==> config.mk <==
export PLATFORM = sky130hd
export DESIGN_NAME = ms_irq_timer
export DESIGN_NICKNAME = d
export VERILOG_FILES = /design/src/rtl/mst_pkg.sv /design/src/rtl/mst_rst_sync.sv /design/src/rtl/mst_host_if.sv /design/src/rtl/mst_prescaler.sv /design/src/rtl/mst_counter.sv /design/src/rtl/mst_irq_flag.sv /design/src/rtl/ms_irq_timer.sv
export SDC_FILE = /design/constraint.sdc
export NUM_CORES = 1
export LEC_CHECK = 0
export ABC_AREA = 1
export BUFFER_PORTS_ARGS = -buffer_cell sky130_fd_sc_hd__buf_2
export CORE_MARGIN = 10
export CORE_UTILIZATION = 46
export CTS_BUF_LIST = sky130_fd_sc_hd__clkbuf_8
export DETAILED_ROUTE_END_ITERATION = 12
export GPL_ROUTABILITY_DRIVEN = 0
export MAX_ROUTING_LAYER = met4
export PLACE_DENSITY = 0.68
export SLEW_MARGIN = 40
export SYNTH_ARGS = -nofsm -noshare
export SYNTH_HDL_FRONTEND = slang
export SYNTH_SLANG_ARGS = --single-unit
==> constraint.sdc <==
create_clock -name clk_i -period 2.4 [get_ports clk_i]
set_clock_uncertainty 0.1 [all_clocks]
set_input_delay 0.48 -clock clk_i [delete_from_list [all_inputs] [get_ports clk_i]]
set_output_delay 0.48 -clock clk_i [all_outputs]
set_load 0.01 [all_outputs]
==> src/rtl/mst_pkg.sv <==
package mst_pkg;
  localparam int unsigned CNT_W    = 6;
  localparam int unsigned DATA_W   = 8;
  localparam int unsigned MODE_POS = 7;

  typedef enum logic {
    ADDR_TIMER  = 1'b0,
    ADDR_STATUS = 1'b1
  } reg_addr_e;

  typedef struct packed {
    logic             periodic;
    logic [CNT_W-1:0] period;
  } tmr_cfg_t;
endpackage

==> src/rtl/mst_rst_sync.sv <==
module mst_rst_sync (
  input  logic clk_i,
  input  logic rst_ni,
  output logic rst_sync_no
);
  logic meta_q, sync_q;

  always_ff @(posedge clk_i or negedge rst_ni) begin
    if (!rst_ni) begin
      meta_q <= 1'b0;
      sync_q <= 1'b0;
    end else begin
      meta_q <= 1'b1;
      sync_q <= meta_q;
    end
  end

  assign rst_sync_no = sync_q;
endmodule

==> src/rtl/mst_host_if.sv <==
module mst_host_if
  import mst_pkg::*;
(
  input  logic              reg_wr_i,
  input  logic              reg_addr_i,
  input  logic [DATA_W-1:0] reg_wdata_i,
  input  logic              mode_i,
  input  logic [CNT_W-1:0]  cnt_i,
  input  logic              flag_i,
  output logic              load_o,
  output tmr_cfg_t          load_cfg_o,
  output logic              clr_o,
  output logic [DATA_W-1:0] reg_rdata_o
);
  logic sel_timer;
  logic wdata_unused;

  assign sel_timer = (reg_addr_i == ADDR_TIMER);
  assign load_o    = reg_wr_i & sel_timer;
  assign clr_o     = reg_wr_i & ~sel_timer & reg_wdata_i[0];

  assign load_cfg_o.periodic = reg_wdata_i[MODE_POS];
  assign load_cfg_o.period   = reg_wdata_i[CNT_W-1:0];

  assign wdata_unused = ^reg_wdata_i[MODE_POS-1:CNT_W];

  always_comb begin
    reg_rdata_o = '0;
    if (sel_timer) begin
      reg_rdata_o[MODE_POS]  = mode_i;
      reg_rdata_o[CNT_W-1:0] = cnt_i;
    end else begin
      reg_rdata_o[0] = flag_i;
    end
  end
endmodule

==> src/rtl/mst_prescaler.sv <==
module mst_prescaler #(
  parameter int unsigned PRESC_DIV = 4
) (
  input  logic clk_i,
  input  logic rst_ni,
  input  logic tick_i,
  input  logic run_i,
  input  logic restart_i,
  output logic ms_step_o
);
  localparam int unsigned PRE_W = (PRESC_DIV > 1) ? $clog2(PRESC_DIV) : 1;

  generate
    if (PRESC_DIV <= 1) begin : g_direct
      assign ms_step_o = tick_i & run_i & ~restart_i;
    end else begin : g_divide
      localparam logic [PRE_W-1:0] PRE_LAST = PRE_W'(PRESC_DIV - 1);
      logic [PRE_W-1:0] pre_q, pre_d;
      logic             pre_en;
      logic             at_last;

      assign at_last   = (pre_q == PRE_LAST);
      assign ms_step_o = tick_i & run_i & ~restart_i & at_last;

      always_comb begin
        pre_en = 1'b0;
        pre_d  = pre_q;
        if (restart_i || !run_i) begin
          pre_en = (pre_q != '0);
          pre_d  = '0;
        end else if (tick_i) begin
          pre_en = 1'b1;
          pre_d  = at_last ? '0 : pre_q + PRE_W'(1);
        end
      end

      always_ff @(posedge clk_i or negedge rst_ni) begin
        if (!rst_ni) begin
          pre_q <= '0;
        end else if (pre_en) begin
          pre_q <= pre_d;
        end
      end
    end
  endgenerate
endmodule

==> src/rtl/mst_counter.sv <==
module mst_counter
  import mst_pkg::*;
(
  input  logic             clk_i,
  input  logic             rst_ni,
  input  logic             load_i,
  input  tmr_cfg_t         load_cfg_i,
  input  logic             ms_step_i,
  output logic [CNT_W-1:0] cnt_o,
  output logic             mode_o,
  output logic             run_o,
  output logic             expire_o
);
  localparam logic [CNT_W-1:0] CNT_ONE = CNT_W'(1);

  tmr_cfg_t         cfg_q, cfg_d;
  logic [CNT_W-1:0] cnt_q, cnt_d;
  logic             run_q, run_d;
  logic             upd_en;
  logic             expire;

  assign upd_en = load_i | (run_q & ms_step_i);

  always_comb begin
    cfg_d  = cfg_q;
    cnt_d  = cnt_q;
    run_d  = run_q;
    expire = 1'b0;
    if (load_i) begin
      cfg_d = load_cfg_i;
      cnt_d = load_cfg_i.period;
      run_d = |load_cfg_i.period;
    end else if (run_q && ms_step_i) begin
      if (cnt_q == CNT_ONE) begin
        expire = 1'b1;
        if (cfg_q.periodic) begin
          cnt_d = cfg_q.period;
        end else begin
          cnt_d = '0;
          run_d = 1'b0;
        end
      end else begin
        cnt_d = cnt_q - CNT_ONE;
      end
    end
  end

  always_ff @(posedge clk_i or negedge rst_ni) begin
    if (!rst_ni) begin
      cfg_q <= '0;
      cnt_q <= '0;
      run_q <= 1'b0;
    end else if (upd_en) begin
      cfg_q <= cfg_d;
      cnt_q <= cnt_d;
      run_q <= run_d;
    end
  end

  assign cnt_o    = cnt_q;
  assign mode_o   = cfg_q.periodic;
  assign run_o    = run_q;
  assign expire_o = expire;
endmodule

==> src/rtl/mst_irq_flag.sv <==
module mst_irq_flag (
  input  logic clk_i,
  input  logic rst_ni,
  input  logic set_i,
  input  logic clr_i,
  output logic flag_o
);
  logic flag_q, flag_d, flag_en;

  always_comb begin
    flag_en = set_i | clr_i;
    flag_d  = set_i ? 1'b1 : 1'b0;
  end

  always_ff @(posedge clk_i or negedge rst_ni) begin
    if (!rst_ni) begin
      flag_q <= 1'b0;
    end else if (flag_en) begin
      flag_q <= flag_d;
    end
  end

  assign flag_o = flag_q;
endmodule

==> src/rtl/ms_irq_timer.sv <==
module ms_irq_timer
  import mst_pkg::*;
#(
  parameter int unsigned PRESC_DIV = 4
) (
  input  logic              clk_i,
  input  logic              rst_ni,
  input  logic              tick_i,
  input  logic              reg_wr_i,
  input  logic              reg_addr_i,
  input  logic [DATA_W-1:0] reg_wdata_i,
  output logic [DATA_W-1:0] reg_rdata_o,
  output logic              irq_o
);
  logic             rst_sync_n;
  logic             tmr_load;
  tmr_cfg_t         tmr_cfg;
  logic             flag_clr;
  logic             ms_step;
  logic [CNT_W-1:0] tmr_cnt;
  logic             tmr_mode;
  logic             tmr_run;
  logic             tmr_expire;
  logic             flag;

  mst_rst_sync u_rst_sync (
    .clk_i       (clk_i),
    .rst_ni      (rst_ni),
    .rst_sync_no (rst_sync_n)
  );

  mst_host_if u_host_if (
    .reg_wr_i    (reg_wr_i),
    .reg_addr_i  (reg_addr_i),
    .reg_wdata_i (reg_wdata_i),
    .mode_i      (tmr_mode),
    .cnt_i       (tmr_cnt),
    .flag_i      (flag),
    .load_o      (tmr_load),
    .load_cfg_o  (tmr_cfg),
    .clr_o       (flag_clr),
    .reg_rdata_o (reg_rdata_o)
  );

  mst_prescaler #(.PRESC_DIV(PRESC_DIV)) u_presc (
    .clk_i     (clk_i),
    .rst_ni    (rst_sync_n),
    .tick_i    (tick_i),
    .run_i     (tmr_run),
    .restart_i (tmr_load),
    .ms_step_o (ms_step)
  );

  mst_counter u_counter (
    .clk_i      (clk_i),
    .rst_ni     (rst_sync_n),
    .load_i     (tmr_load),
    .load_cfg_i (tmr_cfg),
    .ms_step_i  (ms_step),
    .cnt_o      (tmr_cnt),
    .mode_o     (tmr_mode),
    .run_o      (tmr_run),
    .expire_o   (tmr_expire)
  );

  mst_irq_flag u_flag (
    .clk_i  (clk_i),
    .rst_ni (rst_sync_n),
    .set_i  (tmr_expire),
    .clr_i  (flag_clr),
    .flag_o (flag)
  );

  assign irq_o = flag;
endmodule

==> out/results.ini <==
[critical_path]
rr_startpoint = u_counter.cnt_o[1]
slowest_stage = dfrtp_1
crit_family = flip-flops
start_kind = flip-flop
worstSetupPathType = reg -> out
critPathMaxStageDelay_ns = 0.41
crit_arrival_ns = 1.11
worst_setup_path_end_kind = output port
crit_path_max_fanout = 7
required_ns = 1.82
path_buf_inv = 2
r2r-end = u_counter.run_o
worst-r2r-setup-slack_ns = 0.89
path_cells = inv_1, o21ai_0, buf_2
reg2reg_depth = 7
cp.depth = 3

[detailed_routing]
drc = 0
vias = 1004
drt-total-wl_mm = 2.44
first_iter_violations = 37
first_pass_iters = 4
ant_nets = 0
viasPerCell = 5.02
wl_per_cell_um = 12.2

[clock_tree]
clock_sinks = 19
cts_inserted_buffers = 3
clk_latency_ns = 0.26
h-tree-depth = 1
cts_tree = built
path_clk_slew_ns = 0.08
cts_root_buf = clkbuf_8
clock_path_buffers = 2

[placed_design]
place_hpwl_mm = 2.00
dpl_worst_slack_ns = 0.674
portBuffers = 19

[synthesis]
ys_warn_count = 0
synth.avg_cell_area_um2 = 7.54
synth.largest_area_cell = dfrtp_1
ys_top_cells_by_area = dfrtp_1 42%, nand2_1 16%, inv_1 6.6%, nor2_1 4.9%, ha_1 4.4%
ys_seq_area_share_pct = 41.8
netlist.area_leader.share_pct = 41.8
async_reset_ff_share_pct = 100
synthesis.nets = 168
syn_area_um2 = 1140
yosysMostFrequentCell = nand2_1
ys.flop_type = dfrtp_1
synthCells = 151
yosys.cell_types.count = 25
ys_seq_elements = 19
synth_common_cells = 50 x nand2_1, 20 x inv_1, 19 x dfrtp_1
synth-edff-count = 0

[power]
ir_drop_uv = 493
p_leak_nw = 0.727
power.density_nw_per_um2 = 862

[min_path]
hold_path_class = reg -> async

[global_route]
grtUsageMet3_pct = 2.57
grt_overflow = 0
use_met1_pct = 12.2
grt_use_total_pct = 10.8
antenna_found_initial = 0
grt_max_degree = 18
first_global_vias = 1050
grtUsageMet2_pct = 18.0
grt_busiest_layer = met2
grt_pass1_wl_mm = 4.44

[run_status]
status = completed

[final_layout]
postLayoutCoreUtil_pct = 56.9
nets = 190
areaGrowthSynthToFinish_pct = 13.7
antenna_cells = 0
drive_above_1_share_pct = 19.2

[floorplanning]
io_pins = 22
start_util_pct = 50.0
core_region_area_um2 = 2280
die_area_um2 = 4870
fp.dieH_um = 69.8
die_w_um = 69.8
num_rows = 17

[flow_run]
maxCapViolations = 0

[sta]
setup_viol = 0
rsz0062_at_grt = no
relSlewSlack_pct = 52.8
finalHoldViolCount = 0
min_period_over_period_pct = 70.3
maxSlewViolCount = 0
setup_tns_ns = 0
period_minus_slack_ns = 1.69
layout_setup_ws_ns = 0.714
tightest_slew_ns = 0.708
fmax_ghz = 0.593

metrics by stage:
| stage | power, mW | hold slack (ns) | std cells | area, um^2 |
|---|---|---|---|---|
| final | 1.12 | 0.196 | 200 | 1290 |
| after global routing | 1.22 | 0.263 | 200 | 1290 |
| after CTS | 1.13 | 0.231 | 200 | 1290 |
| after detailed placement | 0.901 | 0.169 | 195 | 1240 |
| after global placement | 0.880 | 0.165 | 195 | 1240 |
| after floorplan | 0.781 | 0.0844 | 151 | 1140 |
worst max-delay path by stage:
| stage | start | endpoint | slack (ns) |
|---|---|---|---|
| global placement | reg_addr_i | u_counter.cnt_o[3] | 0.70 |
| CTS | u_counter.cnt_o[0] | reg_rdata_o[0] | 0.71 |
| finish | u_counter.cnt_o[0] | reg_rdata_o[0] | 0.71 |
| detailed placement | reg_addr_i | u_counter.cnt_o[3] | 0.67 |
| floorplan | reg_addr_i | reg_rdata_o[0] | 0.92 |
| global route | u_counter.cnt_o[0] | reg_rdata_o[0] | 0.68 |
what timing repair did:
item / 4_1_cts / 5_1_grt
resized for setup: 0 / 0
hold buffers: 1 / 0
hold endpoints to repair: 2 / 0
buffers inserted: 0 / 0
cell families (layout without fill, tap and decap cells):
| logic type | after synthesis | after routing | synth area share, % |
|---|---|---|---|
| buf+inv | 24 | 45 | 10.0 |
| other cells | 2 | 2 | 0.660 |
| simple gates | 88 | 88 | 35.4 |
| fa+ha+maj | 4 | 4 | 4.40 |
| flops | 19 | 19 | 41.8 |
| compound gates | 14 | 14 | 7.80 |
final cells by class:
cell class | instances | area (um^2)
flip-flops and latches | 19 | 475
clock inverters | 1 | 5.00
fillers | 220 | 981
clock buffers | 3 | 41.3
multi-input cells | 108 | 549
inverters | 21 | 83.8
repair buffers | 20 | 105
well taps | 28 | 35.0
cells in the final DEF (no fill, tap or decap), types with 2 or more instances in the layout:
cell      Yosys  layout
nor2_1       15      15
conb_1        2       2
nand4_1       4       4
dfrtp_1      19      19
nand2_1      50      50
inv_1        20      20
o21ai_0       8       8
nand3_1       9       9
o21ai_1       2       2
buf_2         0      19
ha_1          4       4
clkbuf_8      0       3
nand2_2       3       3
registers in the layout (all words and copies together), names as in the netlist:
register / count
u_counter.cfg_q: 6
u_counter.cnt_o: 6
u_presc.g_divide.pre_q: 2
u_counter.mode_o: 1
u_counter.run_o: 1
u_flag.flag_o: 1
u_rst_sync.meta_q: 1
u_rst_sync.rst_sync_no: 1
layer usage:
metal / up-vias / wire, um
met5: - / 0
met4: 0 / 27
met3: 4 / 93
met2: 16 / 1200
met1: 473 / 1130
li1: 511 / -
power by group:
| part | switching [mW] | total, mW | internal, mW |
|---|---|---|---|
| Sequential | 0.0713 | 0.473 | 0.401 |
| Clock | 0.110 | 0.225 | 0.116 |
| Combinational | 0.264 | 0.418 | 0.154 |
Power figures use the tool's default switching activity.
